$ cat src/rtl/phase_delay_filter.sv
module phase_delay_filter #(
  parameter int STAGES_LOG2 = 5,
  localparam int STAGES = 1 << STAGES_LOG2,
  localparam int SEL_W = STAGES_LOG2
) (
  input  logic             clk,
  input  logic             rst,
  input  logic             mod3_req,
  input  logic [SEL_W-1:0] tap_sel,
  input  logic             ref_in,
  output logic             div_out,
  output logic             div_dly,
  output logic             pd_now,
  output logic             pd_past
);

  logic [1:0]        cnt;
  logic              mod3_q;
  logic [STAGES-1:0] line;
  logic [SEL_W-1:0]  sel_q;
  logic              wrap;

  assign wrap = mod3_q ? (cnt == 2'd2) : (cnt == 2'd1);

  always_ff @(posedge clk) begin
    if (rst) begin
      cnt    <= '0;
      mod3_q <= 1'b0;
    end else if (wrap) begin
      cnt    <= '0;
      mod3_q <= mod3_req;
    end else begin
      cnt    <= cnt + 2'd1;
    end
  end

  always_ff @(posedge clk) begin
    if (rst) begin
      line  <= '0;
      sel_q <= '0;
    end else begin
      line  <= {line[STAGES-2:0], div_out};
      sel_q <= tap_sel;
    end
  end

  assign div_out = (cnt != 2'd0);
  assign div_dly = line[sel_q];
  assign pd_now  = ref_in ^ div_out;
  assign pd_past = ref_in ^ div_dly;

endmodule

$ cat config.mk
export PLATFORM = sky130hd
export DESIGN_NAME = phase_delay_filter
export DESIGN_NICKNAME = d
export VERILOG_FILES = /design/src/rtl/phase_delay_filter.sv
export SDC_FILE = /design/constraint.sdc
export NUM_CORES = 1
export LEC_CHECK = 0
export ABC_AREA = 1
export CAP_MARGIN = 20
export CORE_ASPECT_RATIO = 0.9
export CORE_UTILIZATION = 55
export CTS_CLUSTER_SIZE = 8
export DETAILED_ROUTE_END_ITERATION = 10
export HOLD_SLACK_MARGIN = 0.02
export PLACE_DENSITY = 0.79
export SYNTH_ARGS = -nofsm -noshare
export SYNTH_HDL_FRONTEND = slang
export SYNTH_SLANG_ARGS = --single-unit
$ cat constraint.sdc
create_clock -name clk -period 1.6 [get_ports clk]
set_input_delay 0.32 -clock clk [delete_from_list [all_inputs] [get_ports clk]]
set_output_delay 0.32 -clock clk [all_outputs]
set_load 0.02 [all_outputs]
# After elaboration in Yosys (flattened, before gate mapping)

Index checks and enable logic that the tools add are counted.

Input bits: 9
Word-level logic and storage cells: 15
Bits in registers: 40
Output and inout port bits: 4

Muxes and demuxes: 3
Eq/ne operators: 2
Bitwise logic cells: 2
Reduce and logical (&&, ||, !) cells: 2
Order comparisons: 1
Add/sub/neg operators: 1

Operator list:

| kind                  | number |
|---|---|
| $lt A5 B6 Y1 const B  | 1 |
| $bmux W1 S5           | 1 |
| $add A2 B1 Y2 const B | 1 |
| $eq A2 B1 Y1 const B  | 1 |
| $eq A2 B2 Y1 const B  | 1 |
| $mux W1               | 2 |
| $reduce_bool A2 Y1    | 1 |
| $reduce_or A2 Y1      | 1 |
| $xor A1 B1 Y1         | 2 |

# Longest topological paths before layout

Depth after elaboration: 3
Depth in mapped cells: 12
Gate-level depth less buffers: 10

# Worst setup path before layout

No wires, ideal clock.

Path type: reg-to-output
Start: reg sel_q[0]
End: out pd_past
Setup slack: 75 ps
Required time: 1,280 ps
Data arrival time: 1,205 ps
Cell stages (with the launch flop): 13
Cell sequence: dfxtp_1 > buf_6 > inv_6 > buf_12 > nand2_2 > nand3_1 > nand3_1 > nand2_1 > nand2_1 > nand3_2 > nand2_2 > nand2_1 > nand2_1

Word-level cells in the longest chain between the ends: 3

Ends and longest elaborated chain:

| element                       | RTL line | source |
|---|---|---|
| from (decl)                   | 20       | `logic [SEL_W-1:0] sel_q;` |
| from (signal assigned)        | 43       | `sel_q <= tap_sel;` |
| $bmux W1 S5                   | 48       | `assign div_dly = line[sel_q];` |
| $mux W1 (implied by the code) | 48       |  |
| $xor A1 B1 Y1                 | 50       | `assign pd_past = ref_in ^ div_dly;` |
| to (decl)                     | 14       | `output logic pd_past` |

No other way between the ends. The select of a mux whose other input is x is not followed.

# Worst setup path after layout

Ends and elaborated chain as after synthesis.

==> summary.md <==
| Metric | Value |
|---|---|
| Reg-to-Reg Start | cnt[0] |
| Residual DRC count | 0 |
| Bufs and invs on worst path | 2 |
| Final min period | 1.899 ns |
| Largest net degree at the start of global routing | 40 |
| Max-slew violations | 0 |
| Setup TNS Final | -0.5238 ns |
| Antenna violations before repair | 0 |
| Worst setup SP type | register |
| Die area | 3073 um2 |
| Yosys cell types | 19 |
| Diodes inserted | 0 |
| CTS clock-pin slew for the worst setup and hold paths | 0.11 ns |
| RD Place Congestion | 0.8125 |
| Failing checks | setup timing |
| Cell mode on critical path | nand2_1 |
| Post-DP HPWL | 1.767 mm |
| Syn Inst Count | 211 |
| Fin crit share | 1.187 |
| Synth Flop Type | dfxtp_1 |
| Global-route usage over all layers | 0.2052 |
| Inserted Clock Buffers | 5 |
| Cell area after synthesis | 1570 um2 |
| Post-DR vias/cell | 4.336 |
| Vias in the first global route | 1067 |
| Area contributors post-synth | dfxtp_1, inv_1, nor2_1 |
| Antenna Nets Post-Route | 0 |
| Slew headroom | 0.8469 |
| Yosys Warn Count | 0 |
| TritonCTS clock tree | done |
| Final Setup Violations | 2 |
| Clock Latency Late Sink | 0.33 ns |
| Tightest Pin Transition | 0.2272 ns |
| First-pass GRT wire length | 4.602 mm |
| CP Max Fanout | 4 |
| I/O pin cnt | 13 |
| Worst path arrival time | 1.58 ns |
| Max clock buf depth | 2 |
| Worst hold start | line[17] |
| Crit. End Element | output port |
| Fin util | 0.6758 |
| Pwr per Cell Area | 1035 nW/um2 |
| H-tree Lvls | 2 |
| Final WS setup | -0.2986 ns |
| Synth cell count leaders | inv_1, dfxtp_1, nor2_1, nand2_1, nand3_1 |
| Status | complete, but fails checks |
| F_max | 526.7 MHz |
| Data required, critical path | 1.28 ns |
| Unrepaired setup endpoints after global routing | true |
| Syn Area/Cell | 7.442 um2 |
| R2R depth | 4 |
| Critical path depth | 11 |
| Origin of the worst setup path | sel_q[0] |
| Wire per inst | 9.598 um |
| CP cell instances | buf_6 -> nand2_1 -> nand3_1 -> nand3_1 -> nand2_1 -> nand2_1 -> nand3_2 -> nand2_2 -> nand2_1 -> nand2_1 -> buf_6 |
| Most frequent cell after synthesis | inv_1 |
| Area leader, netlist | dfxtp_1 |
| Critical setup path kind | register to output port |
| Clock skew | 0.01062 ns |
| Die height | 52.69 um |
| Die width | 58.32 um |
| Drt pass-1 iters | 4 |
| Cell class contributing the biggest share of worst-path delay | simple AND/OR/NAND/NOR gates |
| Initial Util | 0.5762 |
| CTS Sinks | 40 |
| Lkg Pwr | 0.7832 nW |
| FP Rows | 18 |
| Layout cells sized above 1 | 0.1602 |
| CTS root buf | clkbuf_4 |
| Area overhead of the layout relative to synthesis | 17.29% |
| Worst hold stages | 2 |
| Nets | 243 |
| R2r endpoint | cnt[1] |
| Ys async rst share | 0 |
| Sequential fraction of the synthesis area | 0.5100 |
| Post CTS Setup Buffer Count | 0 |
| WL final | 2.601 mm |
| Worst Hold Class | register to register |
| Endpoint, Worst Hold | line[18] |
| CP max stage cell | dfxtp_4 |
| Hold slack | 0.4250 ns |
| Fill cells | 228 |
| Post-synthesis register bit count | 40 |
| Syn Nets | 221 |
| Via count | 1175 |
| EDFF count, synth | 0 |
| Area fraction of the dominant cell type after synthesis | 0.5100 |
| Final Hold Viols | 0 |
| Crit-path max cell delay | 0.39 ns |
| CTS Hold Bufs | 0 |
| Worst vdd ir | 0.6948 mV |
| R2r setup slk | 0.62 ns |
| Buffers added on ports | 12 |
| Total of max-cap violations | 0 |
| Grt ovf | 0 |
| CORE AREA | 2725 um2 |
| First DRT Iteration DRCs | 58 |
-- worst max path at each step --
stage	endpoint	slack, ns
finish	pd_past	-0.30
global route	pd_past	-0.44
CTS	pd_past	-0.32
detailed placement	pd_past	-0.50
global placement	pd_past	-0.47
floorplan	pd_past	0.07
-- metrics by stage --
stage | std cells | power, mW | instance area, um2 | setup slack (ns)
3_5_place_dp | 265 | 1.492 | 1763 | -0.4974
3_3_place_gp | 265 | 1.488 | 1763 | -0.4674
4_1_cts | 271 | 1.911 | 1834 | -0.3182
5_1_grt | 271 | 2.046 | 1842 | -0.4380
6_report | 271 | 1.907 | 1842 | -0.2986
2_1_floorplan | 211 | 1.344 | 1570 | 0.07475
-- power breakdown --
part / leakage (nW) / internal (mW) / switching (mW)
clock: 0.0230 / 0.147 / 0.271
sequential: 0.325 / 1.05 / 0.0305
combinational: 0.435 / 0.195 / 0.216
total: 0.783 / 1.39 / 0.518
-- state kept, by name (all words and copies together), names as in the netlist --
| register | flops |
|---|---|
| cnt | 2 |
| mod3_q | 1 |
| line | 32 |
| sel_q | 5 |
-- placed cells by master (no fill, tap or decap) --
cell type,n
a21o_1,1
a21oi_1,1
buf_12,1
buf_2,1
buf_4,8
buf_6,5
clkbuf_4,5
clkdlybuf4s50_1,8
dfxtp_1,38
dfxtp_2,1
dfxtp_4,1
ha_4,1
inv_1,45
inv_2,1
inv_8,1
nand2_1,35
nand2_2,9
nand3_1,24
nand3_2,3
nor2_1,39
o21ai_0,1
o21bai_1,1
xnor2_1,1
-- timing repair --
action                     in CTS  in global routing
resized for setup              30                  4
pin swaps                      21                  1
cloned                          1                  0
hold endpoints to repair        0                  0
setup endpoints to repair       4                  4
-- cell type report --
type                    count  area (um2)  area share
flip-flops and latches     40       805.8      0.4375
multi-input cells         116       543.0      0.2948
repair buffers             23       221.5      0.1202
inverters                  47       183.9     0.09986
well taps                  40       50.05     0.02717
clock buffers               5       37.54     0.02038
-- tightest hold or removal path, delay by kind of cell, from the launching register on --
family / cells / cell delay, ns
DFF: 1 / 0.32
and+or+nand+nor: 1 / 0.03
buffers and inverters: 1 / 0.05
-- routing by layer --
layer / wire length, um / vias up / global-route usage
met4: 34 / 0 / 0.08333
met5: 0 / - / 0
met1: 1317 / 506 / 0.2538
met2: 1183 / 11 / 0.3295
li1: - / 654 / -
met3: 66 / 4 / 0.06667
-- kinds of logic after synthesis --
kind of cell	Yosys count	synth area share
AO/OA/AOI/OAI	4	0.01593
buffers and inverters	55	0.1570
adder cells (fa/ha/maj)	1	0.007967
XOR/XNOR	1	0.005579
AND/OR/NAND/NOR	110	0.3036
flip-flops	40	0.5100
No activity file was read; power rests on OpenSTA's default activity.
